<file path="src/rtl/icd_pkg.sv">
package icd_pkg;
    localparam int unsigned WORD_W = 32;
    localparam int unsigned COND_W = 4;
    localparam int unsigned SVC_W  = 24;
    localparam int unsigned NCLS   = 8;

    localparam int unsigned CLS_DP    = 0;
    localparam int unsigned CLS_LS    = 1;
    localparam int unsigned CLS_LSM   = 2;
    localparam int unsigned CLS_BR    = 3;
    localparam int unsigned CLS_SVC   = 4;
    localparam int unsigned CLS_MUL   = 5;
    localparam int unsigned CLS_MULL  = 6;
    localparam int unsigned CLS_UNDEF = 7;

    typedef logic [NCLS-1:0] cls_vec_t;

    typedef struct packed {
        cls_vec_t          cls;
        logic [COND_W-1:0] cond;
        logic [SVC_W-1:0]  svc_num;
    } icd_out_t;

    localparam icd_out_t ICD_RESET = '{
        cls:     cls_vec_t'(1) << CLS_UNDEF,
        cond:    '0,
        svc_num: '0
    };
endpackage

</file>
<file path="src/rtl/icd_prefix_match.sv">
// Major-family match on the bits above the condition field.
module icd_prefix_match
    import icd_pkg::*;
(
    input  logic [WORD_W-1:0] word_i,
    output logic              dp_space_o,
    output logic              ls_o,
    output logic              lsm_o,
    output logic              br_o,
    output logic              svc_o
);
    always_comb begin
        dp_space_o = (word_i[27:26] == 2'b00);
        ls_o       = (word_i[27:26] == 2'b01);
        lsm_o      = (word_i[27:25] == 3'b100);
        br_o       = (word_i[27:25] == 3'b101);
        svc_o      = (word_i[27:24] == 4'b1111);
    end
endmodule

</file>
<file path="src/rtl/icd_mul_detect.sv">
// Multiply detection inside the data-processing space.
module icd_mul_detect
    import icd_pkg::*;
(
    input  logic [WORD_W-1:0] word_i,
    output logic              mul_o,
    output logic              mull_o,
    output logic              stray_o
);
    logic marker;

    always_comb begin
        // Register-shift operands never set bits 7 and 4 together.
        marker  = (word_i[27:26] == 2'b00) && !word_i[25] && (word_i[7:4] == 4'b1001);
        mul_o   = marker && (word_i[27:22] == 6'b000000);
        mull_o  = marker && (word_i[27:23] == 5'b00001);
        stray_o = marker && !mul_o && !mull_o;
    end
endmodule

</file>
<file path="src/rtl/instr_class_decode.sv">
module instr_class_decode
    import icd_pkg::*;
(
    input  logic                  clk,
    input  logic                  rst_n,
    input  logic [WORD_W-1:0]     instr_i,
    output logic [NCLS-1:0]       cls_o,
    output logic [COND_W-1:0]     cond_o,
    output logic [SVC_W-1:0]      svc_num_o
);
    logic dp_space, ls_hit, lsm_hit, br_hit, svc_hit;
    logic mul_hit, mull_hit, stray_hit;

    icd_prefix_match u_prefix (
        .word_i     (instr_i),
        .dp_space_o (dp_space),
        .ls_o       (ls_hit),
        .lsm_o      (lsm_hit),
        .br_o       (br_hit),
        .svc_o      (svc_hit)
    );

    icd_mul_detect u_mul (
        .word_i  (instr_i),
        .mul_o   (mul_hit),
        .mull_o  (mull_hit),
        .stray_o (stray_hit)
    );

    icd_out_t res_d, res_q;

    always_comb begin
        res_d         = '0;
        res_d.cond    = instr_i[WORD_W-1 -: COND_W];
        if (mul_hit) begin
            res_d.cls[CLS_MUL] = 1'b1;
        end else if (mull_hit) begin
            res_d.cls[CLS_MULL] = 1'b1;
        end else if (stray_hit) begin
            res_d.cls[CLS_UNDEF] = 1'b1;
        end else if (dp_space) begin
            res_d.cls[CLS_DP] = 1'b1;
        end else if (ls_hit) begin
            res_d.cls[CLS_LS] = 1'b1;
        end else if (lsm_hit) begin
            res_d.cls[CLS_LSM] = 1'b1;
        end else if (br_hit) begin
            res_d.cls[CLS_BR] = 1'b1;
        end else if (svc_hit) begin
            res_d.cls[CLS_SVC] = 1'b1;
            res_d.svc_num      = instr_i[SVC_W-1:0];
        end else begin
            res_d.cls[CLS_UNDEF] = 1'b1;
        end
    end

    always_ff @(posedge clk or negedge rst_n) begin
        if (!rst_n) res_q <= ICD_RESET;
        else        res_q <= res_d;
    end

    assign cls_o     = res_q.cls;
    assign cond_o    = res_q.cond;
    assign svc_num_o = res_q.svc_num;
endmodule

</file>
<file path="config.mk">
export PLATFORM = sky130hd
export DESIGN_NAME = instr_class_decode
export DESIGN_NICKNAME = d
export VERILOG_FILES = /design/src/rtl/icd_pkg.sv /design/src/rtl/icd_prefix_match.sv /design/src/rtl/icd_mul_detect.sv /design/src/rtl/instr_class_decode.sv
export SDC_FILE = /design/constraint.sdc
export NUM_CORES = 1
export LEC_CHECK = 0
export BUFFER_PORTS_ARGS = -buffer_cell sky130_fd_sc_hd__buf_4
export CORE_MARGIN = 3
export CORE_UTILIZATION = 40
export DETAILED_ROUTE_END_ITERATION = 12
export PLACE_DENSITY = 0.7
export SYNTH_ARGS = -nofsm -noshare
export SYNTH_HDL_FRONTEND = slang
export SYNTH_HIERARCHICAL = 1
export SYNTH_SLANG_ARGS = --single-unit
export TNS_END_PERCENT = 50
</file>
<file path="constraint.sdc">
create_clock -name clk -period 1.15 [get_ports clk]
set_clock_uncertainty 0.15 [all_clocks]
set_input_delay 0 -clock clk [delete_from_list [all_inputs] [get_ports clk]]
set_output_delay 0 -clock clk [all_outputs]
set_load 0.03 [all_outputs]
</file>
After elaboration in Yosys (flattened, before gate mapping). Index checks and enable logic that the tools add are counted.

Register bits: 36. Word-level logic and storage cells: 50.

Eq/ne operators: 6. Muxes and demuxes: 30. Reduce and logical (&&, ||, !) cells: 11.

Operators by type and width (count): two-way mux 24 bit (8); two-way mux 1 bit (15); two-way mux 5 bit (3); == test 4 bit, second input constant (2); == test 3 bit, second input constant (2); logical AND 1 bit (6); zero test 6 bit (1); == test 5 x 1 -> 1 bit, second input constant (1); two-way mux 2 bit (2); two-way mux 4 bit (1); zero test 1 bit (3); two-way mux 3 bit (1); == test 2 x 1 -> 1 bit, second input constant (1); zero test 2 bit (1).

Longest topological paths before layout. Gate-level depths: netlist (run 1).

Depth in word-level cells: 10. Mapped depth: 6. Depth with buffers taken out: 4.

By module. Netlist (run 1), hierarchy kept.

By module, submodules not included: instr_class_decode (instances 1, cells an instance 103, area an instance 1368.8 µm², sequential area each 902.1 µm²); icd_mul_detect (instances 1, cells an instance 9, area an instance 81.3 µm², sequential area each 0.0 µm²); icd_prefix_match (instances 1, cells an instance 5, area an instance 38.8 µm², sequential area each 0.0 µm²).

Worst setup path before layout (run 1). OpenSTA, ideal clock, no wires.

Path kind: input port to flip-flop. Start: input port instr_i[26]. End: register res_q (netlist bit cls_o[4]). Setup time: 121 ps. Arrival time: 1264 ps. Path slack: -385 ps. Stages: 6. Buffers on the path: 2. Path through: or4_4 > nor4_4 > or4_1 > buf_6 > buf_8 > nor2_1.

RTL lines: start: declaration (line instr_class_decode.sv:6) `input logic [WORD_W-1:0] instr_i,`; end signal: assignment (line instr_class_decode.sv:59) `else res_q <= res_d;`; end: declaration (line instr_class_decode.sv:30) `icd_out_t res_d, res_q;`.

==> impl_results.md, run 1 <==
* Util after Layout at 79.3%
* Core area at 3470 um^2
* Placer Congestion at 0.865
* Net Sw Power at 683 uW
* Post-Synthesis Cells at 117
* Hold Path Depth at 4
* Area growth, synth to finish at 84.8%
* Number of buffers created by CTS at 5
* Largest net degree at the start of global routing at 37
* Post-DR vias/cell at 4.59
* Commonest non-fill, non-tap cell in the layout: buf_4
* Ys Warns at 6
* Post-synth cell types at 28
* Peak VDD IR at 566 uV
* Failing checks: negative hold slack, negative setup slack
* Hold Buf Count CTS at 29
* Final ANT Viol Nets at 0
* Pre-CTS setup slack at -574 ps
* Comb power frac at 17.7%
* Io pins at 70
* Synth top area cells: dfrtp_1, nor3_2, inv_1
* Initial core utilization at 42.9%
* Critical Path Source Type: input port
* Die Wd at 67.0 um
* CTS Sinks at 36
* Largest area contributor in the netlist: dfrtp_1
* Vias in the first global route at 1372
* WS Path Type: in -> reg
* Pins over their slew limit at 0
* First-pass GRT wire length at 6.52 mm
* Final Hold Viols at 1
* Flop pwr share at 45.0%
* Crit. End Element: register
* I/O Buffers at 69
* Int Pwr at 2.21 mW
* Antenna violations before repair at 0
* Mapped Area at 1490 um^2
* Delay of the slowest critical-path stage at 600 ps
* Sequential area share after synthesis at 60.6%
* Critical path arrival at 1340 ps
* Status: complete, but fails checks
* Main flop type after synthesis: dfrtp_1
* Fin Setup TNS at -2700 ps
* Slew margin rel. at 70.5%
* Slowest stage cell, crit path: or4b_4
* 1st-pass router iterations at 4
* Min-delay src: instr_i[22]
* # rows at 21
* Nets at 274
* Fraction of power consumed by the clock network at 37.2%
* Syn_area_per_cell at 12.7 um^2
* Clk root buf: clkbuf_8
* FF+latch count, synth at 36
* Residual DRC at 0
* RSZ-0062 raised after global routing: yes
* H-tree depth at 2
* Max-Cap Viols at 0
* DR iter-0 viols at 47
* Req. time, crit path at 1200 ps
* Total congestion overflow at 0
* Longest Clk Path Bufs at 2
* Setup-failing EPs final at 29
* Maximum fanout along the worst path at 7
* Final wirelength at 4.42 mm
* Drt wl/cell at 15.4 um
* Highest Clock Rate at 0.775 GHz
* Die footprint at 4490 um^2
* Area share of the largest cell type after synthesis at 58.8%
* Share of cells above drive strength 1 at 56.0%
* CTS tree: yes
* ANT cells at 0
* Switching share of power at 23.6%
* Post-DP HPWL at 2.62 mm
* Post-synth ARST share at 100%
* GRT Overall Usage at 20.3%
* Final worst setup slack at -140 ps
* Post-synth EDFFs at 0
* Final period util at 112%
* Slew @ Worst Pin at 443 ps
* Height of the die at 67.0 um
* Pwr/cell area at 1050 nW/um^2
* Hold_ws at -15.5 ps
* Chain of cells forming the critical path: buf_8 -> buf_6 -> and2b_2 -> or4b_4 -> buf_12 -> nor3_1
* Final min period at 1290 ps
* Leading cell types in the layout, fill and taps excluded: buf_4, dfrtp_1, dlygate4sd3_1
* Vias after detailed routing at 1316
* Clock-pin slew on the worst setup and hold paths at 70 ps
* Mapped Nets at 151
* Hold Crit Class: in -> reg
* Hold path endpoint: cls_o[5]
* Leakage at 1.46 nW
-- worst max path at each step --
stage / slack [ps] / to / cells after the start / startpoint
after detailed placement: -570 / cls_o[3] / 6 / instr_i[25]
after global routing: -150 / svc_num_o[23] / 6 / instr_i[26]
after floorplan: -380 / cls_o[4] / 6 / instr_i[26]
after CTS: -130 / svc_num_o[3] / 6 / instr_i[25]
final: -140 / svc_num_o[1] / 6 / instr_i[26]
after global placement: -500 / cls_o[3] / 7 / instr_i[25]
-- final cells by class --
type / instances / area [um^2]
clock buffers: 6 / 72.6
clock inverters: 2 / 35.0
fillers: 219 / 717
inverters: 27 / 101
multi-input cells: 48 / 493
flip-flops and latches: 36 / 902
well taps: 46 / 57.6
repair buffers: 122 / 1090
-- critical path, delay by kind of cell --
| kind | cells | cell delay (ps) |
|---|---|---|
| simple gates | 3 | 960 |
| buf+inv | 3 | 380 |
-- power groups by stage --
| stage | sequential [mW] | clock, mW | combinational (mW) |
|---|---|---|---|
| detailed placement | 1.33 | 0 | 0.373 |
| CTS | 1.30 | 1.08 | 0.481 |
| finish | 1.30 | 1.08 | 0.513 |
| floorplan | 1.38 | 0 | 0.107 |
| global placement | 1.33 | 0 | 0.362 |
| global route | 1.30 | 1.16 | 0.547 |
-- cells by family (layout without fill, tap and decap cells) --
| group | count (synthesis) | in the layout | synth area share [%] |
|---|---|---|---|
| AND/OR/NAND/NOR | 46 | 46 | 26.8 |
| flip-flops | 36 | 36 | 60.6 |
| buffers and inverters | 33 | 157 | 11.5 |
| AO/OA/AOI/OAI | 2 | 2 | 1.09 |
-- synthesized netlist by cell type (2+ instances only) --
library cell and count:
dfrtp_1 35, inv_1 27, nor3_2 17, nor3_1 7, nor2_1 4, buf_6 2
nor3_4 2, nor3b_1 2, nor4b_1 2
-- flip-flops by register name, summed over array words and instances, names as in the netlist --
register / count
cls_o: 8
cond_o: 4
svc_num_o: 24
-- through the flow --
stage	total power, mW	hold WS (ps)	instances	instance area (um^2)
final	2.89	-15.5	287	2750
after floorplan	1.49	-446	117	1490
after global placement	1.69	-185	246	2170
after detailed placement	1.70	-173	246	2170
after CTS	2.87	-20.1	284	2650
after global routing	3.02	-13.3	287	2750
-- routing by layer --
metal | wire length (um) | global-route usage [%] | up-vias
met5 | 0 | 0 | -
met4 | 72 | 6.08 | 0
li1 | - | - | 619
met2 | 2410 | 38.5 | 54
met3 | 339 | 6.41 | 8
met1 | 1600 | 20.9 | 635
-- timing repair --
| item | 4_1_cts | 5_1_grt |
|---|---|---|
| hold endpoints to repair | 65 | 1 |
| gates cloned | 1 | 1 |
| setup buffers | 0 | 2 |
| resized for setup | 12 | 13 |
| setup endpoints to repair | 29 | 29 |
| pin swaps | 8 | 6 |
Note: power is estimated with default switching activity, not from simulation.
==> run 2, diff against run 1 <==
--- a/config.mk
+++ b/config.mk
@@ -9,7 +9,7 @@
 export CORE_MARGIN = 3
 export CORE_UTILIZATION = 40
 export DETAILED_ROUTE_END_ITERATION = 12
-export PLACE_DENSITY = 0.7
+export PLACE_DENSITY = 0.68
 export SYNTH_ARGS = -nofsm -noshare
 export SYNTH_HDL_FRONTEND = slang
 export SYNTH_HIERARCHICAL = 1
==> impl_results.md, run 2 (synthesis results as in run 1) <==
* Slew margin rel. at 71.1%
* Final period util at 108%
* Vias after detailed routing at 1272
* Initial core utilization at 42.9%
* Largest net degree at the start of global routing at 37
* Critical path arrival at 1260 ps
* CTS tree: yes
* Post-DP HPWL at 2.56 mm
* Maximum fanout along the worst path at 17
* Chain of cells forming the critical path: buf_6 -> or4_4 -> nor4_4 -> or4_4 -> buf_12 -> nor3_1
* CTS Sinks at 36
* Drt wl/cell at 14.0 um
* Clock-pin slew on the worst setup and hold paths at 70 ps
* Post-DR vias/cell at 4.53
* Setup-failing EPs final at 29
* Io pins at 70
* Hold_ws at -9.52 ps
* Final min period at 1240 ps
* Critical Path Source Type: input port
* First-pass GRT wire length at 6.28 mm
* Comb power frac at 17.4%
* Peak VDD IR at 702 uV
* Fraction of power consumed by the clock network at 33.6%
* Final ANT Viol Nets at 0
* Final Hold Viols at 1
* 1st-pass router iterations at 4
* Hold Crit Class: in -> reg
* Hold Path Depth at 4
* Fin Setup TNS at -2170 ps
* Residual DRC at 0
* Worst setup path start: instr_i[26]
* Pre-CTS setup slack at -537 ps
* CP Buf/Inv Count at 2
* Slowest stage cell, crit path: or4_4
* Total congestion overflow at 0
* Failing checks: negative hold slack, negative setup slack
* Total Power at 2.66 mW
* Placer Congestion at 0.924
* Vias in the first global route at 1350
* Commonest non-fill, non-tap cell in the layout: buf_4
* Family with the most delay on the worst path: simple AND/OR/NAND/NOR gates
* Postcts setup bufs at 0
* Min-delay src: instr_i[22]
* Slew @ Worst Pin at 433 ps
* Pwr/cell area at 1030 nW/um^2
* Area growth, synth to finish at 73.9%
* Dpl cell area at 2130 um^2
* Leading cell types in the layout, fill and taps excluded: buf_4, dfrtp_1, dlygate4sd3_1
* WS Path Type: in -> reg
* Status: complete, but fails checks
* Final worst setup slack at -89.7 ps
* GRT Overall Usage at 19.3%
* Int Pwr at 2.01 mW
* Hold Buf Count CTS at 29
* Clk root buf: clkbuf_8
* Longest Clk Path Bufs at 2
* Final Non-Filler Cells at 281
* Placed cells at 243
* Number of buffers created by CTS at 5
* Worst path most repeated cell: or4_4
* Height of the die at 67.0 um
* Switching share of power at 24.3%
* Hold path endpoint: cls_o[5]
* Req. time, crit path at 1170 ps
* Highest Clock Rate at 0.807 GHz
* Final wirelength at 3.93 mm
* # rows at 21
* DR iter-0 viols at 74
* Leakage at 1.38 nW
* I/O Buffers at 69
* Net Sw Power at 645 uW
* RSZ-0062 raised after global routing: yes
* Antenna violations before repair at 0
* ANT cells at 0
* Core area at 3470 um^2
* Design Area, Final at 2590 um^2
* Crit. End Element: register
* Die footprint at 4490 um^2
* Max-Cap Viols at 0
* Delay of the slowest critical-path stage at 560 ps
* H-tree depth at 2
* Share of cells above drive strength 1 at 53.2%
* Die Wd at 67.0 um
* Max FFs per register at 24
* Util after Layout at 74.6%
* Pins over their slew limit at 0
* Nets at 268
* Flop pwr share at 49.0%
## run 2: cell count changes in the layout (fill, tap and decap cells not counted), moves of 2 or more
cell,previous run,this run
buf_12,3,1
buf_4,83,79
buf_6,3,5
nor2_1,1,4
nor2_2,2,0
nor3_1,4,6
## run 2: final cells by class
type	instances	area (um^2)
Clock buffer	6	82.6
Fill cell	231	880
Clock inverter	2	10.0
Multi-Input combinational cell	48	455
Tap cell	46	57.6
Timing Repair Buffer	116	980
Inverter	27	101
Sequential cell	36	902
## run 2: power by group through the flow
stage | sequential (mW) | clock [mW] | combinational (mW)
5_1_grt | 1.30 | 0.998 | 0.497
2_1_floorplan | 1.38 | 0 | 0.107
4_1_cts | 1.30 | 0.924 | 0.460
3_3_place_gp | 1.33 | 0 | 0.351
6_report | 1.30 | 0.894 | 0.462
3_5_place_dp | 1.33 | 0 | 0.359
## run 2: worst max-delay path by stage
stage,endpoint,slack (ps),cells after the start
floorplan,cls_o[4],-380,6
global route,svc_num_o[4],-140,6
detailed placement,cls_o[3],-540,7
finish,svc_num_o[3],-90,6
CTS,svc_num_o[1],-80,6
global placement,svc_num_o[4],-450,6
## run 2: what timing repair did
| item | 4_1_cts | 5_1_grt |
|---|---|---|
| setup endpoints to repair | 29 | 29 |
| gates cloned | 1 | 0 |
| resized for setup | 12 | 1 |
| hold endpoints to repair | 65 | 1 |
| pin swaps | 2 | 0 |
## run 2: tightest hold or removal path, delay by kind of cell
family	cells	cell delay (ps)
buffers and inverters	3	340
and+or+nand+nor	1	40
## run 2: per-layer routing
metal / global-route usage (%) / routed length, um / vias up / part of all wire [%]
met4: 7.59 / 54 / 0 / 1.4
met1: 21.6 / 1490 / 612 / 38
met5: 0 / 0 / - / 0
li1: - / - / 608 / -
met2: 34.7 / 2090 / 47 / 53
met3: 4.38 / 295 / 5 / 7.5
==> run 3, diff against run 2 <==
--- a/config.mk
+++ b/config.mk
@@ -7,9 +7,9 @@
 export LEC_CHECK = 0
 export BUFFER_PORTS_ARGS = -buffer_cell sky130_fd_sc_hd__buf_4
 export CORE_MARGIN = 3
-export CORE_UTILIZATION = 40
+export CORE_UTILIZATION = 29
 export DETAILED_ROUTE_END_ITERATION = 12
-export PLACE_DENSITY = 0.68
+export PLACE_DENSITY = 0.54
 export SYNTH_ARGS = -nofsm -noshare
 export SYNTH_HDL_FRONTEND = slang
 export SYNTH_HIERARCHICAL = 1
==> impl_results.md, run 3 (synthesis results as in run 1) <==
* Final worst setup slack at -132 ps
* Postcts setup bufs at 0
* Crit. End Element: register
* Antenna violations before repair at 0
* Hold Buf Count CTS at 29
* ANT cells at 0
* Req. time, crit path at 1160 ps
* Peak VDD IR at 470 uV
* H-tree depth at 2
* Max FFs per register at 24
* Highest Clock Rate at 0.780 GHz
* Post-DP HPWL at 2.73 mm
* Slew @ Worst Pin at 426 ps
* Total congestion overflow at 0
* 1st-pass router iterations at 2
* Status: complete, but fails checks
* Drt wl/cell at 13.2 um
* Critical Path Source Type: input port
* Pre-CTS setup slack at -508 ps
* First-pass GRT wire length at 6.61 mm
* Die Wd at 77.7 um
* Pwr/cell area at 1030 nW/um^2
* Number of buffers created by CTS at 5
* Core area at 4850 um^2
* Fin Setup TNS at -3400 ps
* I/O Buffers at 69
* Leakage at 1.37 nW
* Clk root buf: clkbuf_8
* Hold Crit Class: in -> reg
* Maximum fanout along the worst path at 7
* Share of cells above drive strength 1 at 51.3%
* Placer Congestion at 0.837
* Vias after detailed routing at 1255
* Leading cell types in the layout, fill and taps excluded: buf_4, dfrtp_1, dlygate4sd3_1
* Height of the die at 77.7 um
* Initial core utilization at 30.7%
* Setup-failing EPs final at 29
* Commonest non-fill, non-tap cell in the layout: buf_4
* Pins over their slew limit at 0
* Fill cells at 425
* CTS Sinks at 36
* GRT Overall Usage at 14.1%
* RSZ-0062 raised after global routing: yes
* Final ANT Viol Nets at 0
* Failing checks: negative hold slack, negative setup slack
* Area growth, synth to finish at 75.1%
* Slew margin rel. at 71.6%
* Post-DR vias/cell at 4.17
* Final period util at 111%
* CTS tree: yes
* Total Power at 2.67 mW
* Dpl cell area at 2150 um^2
* Design Area, Final at 2610 um^2
* DR iter-0 viols at 40
* Io pins at 70
* Final min period at 1280 ps
* # rows at 25
* WS Path Type: in -> reg
* Longest Clk Path Bufs at 2
* Final Hold Viols at 1
* Hold_ws at -11.8 ps
* Residual DRC at 0
* Final wirelength at 3.97 mm
* Clock-pin slew on the worst setup and hold paths at 70 ps
* Max-Cap Viols at 0
* Nets at 267
* Vias in the first global route at 1436
* Largest net degree at the start of global routing at 37
* Critical path arrival at 1300 ps
* Die footprint at 6030 um^2
run 3: per-layer routing:
metal / vias to the layer above / part of all wire, % / track usage [%]
met3: 4 / 7.1 / 5.10
li1: 606 / - / -
met2: 46 / 54 / 25.9
met1: 599 / 38 / 14.9
met5: - / 0 / 0
met4: 0 / 0.50 / 4.09
run 3: layout make-up:
| class | count | area, um^2 | area share, % |
|---|---|---|---|
| Clock buffer | 7 | 86.3 | 3.31 |
| Tap cell | 67 | 83.8 | 3.21 |
| Sequential cell | 36 | 902 | 34.6 |
| Timing Repair Buffer | 115 | 985 | 37.8 |
| Clock inverter | 1 | 7.51 | 0.288 |
| Multi-Input combinational cell | 48 | 442 | 16.9 |
| Inverter | 27 | 101 | 3.89 |
run 3: report_power, final:
part	switching (mW)	total, mW	internal (mW)
logic	0.216	0.461	0.246
registers	0.00888	1.30	1.29
clock network	0.423	0.909	0.486
run 3: critical path, stage by stage:
cell	delay (ps)
buf_8	100
or4_4	560
nor4_4	190
or4_4	220
buf_6	170
nor3_2	50
run 3: metrics by stage:
| stage | cells | util [%] |
|---|---|---|
| global placement | 262 | 44.3 |
| finish | 301 | 53.8 |
| floorplan | 117 | - |
| global route | 301 | 53.8 |
| CTS | 299 | 52.9 |
| detailed placement | 262 | 44.3 |
run 3: worst paths after layout:
check	slack, ps	endpoint	from	cells after the start
max in group asynchronous	450	cls_o[7]	rst_n	2
hold / removal	-10	cls_o[5]	instr_i[22]	4
min in group asynchronous	70	cls_o[0]	rst_n	2
setup / recovery	-130	svc_num_o[13]	instr_i[26]	6
run 3: timing repair:
action                                  in CTS  in global routing
gates cloned                                 0                  2
gates resized for setup                      6                  1
endpoints found under the setup margin      29                 29
hold endpoints to repair                    65                  1
pin swaps                                    4                  1
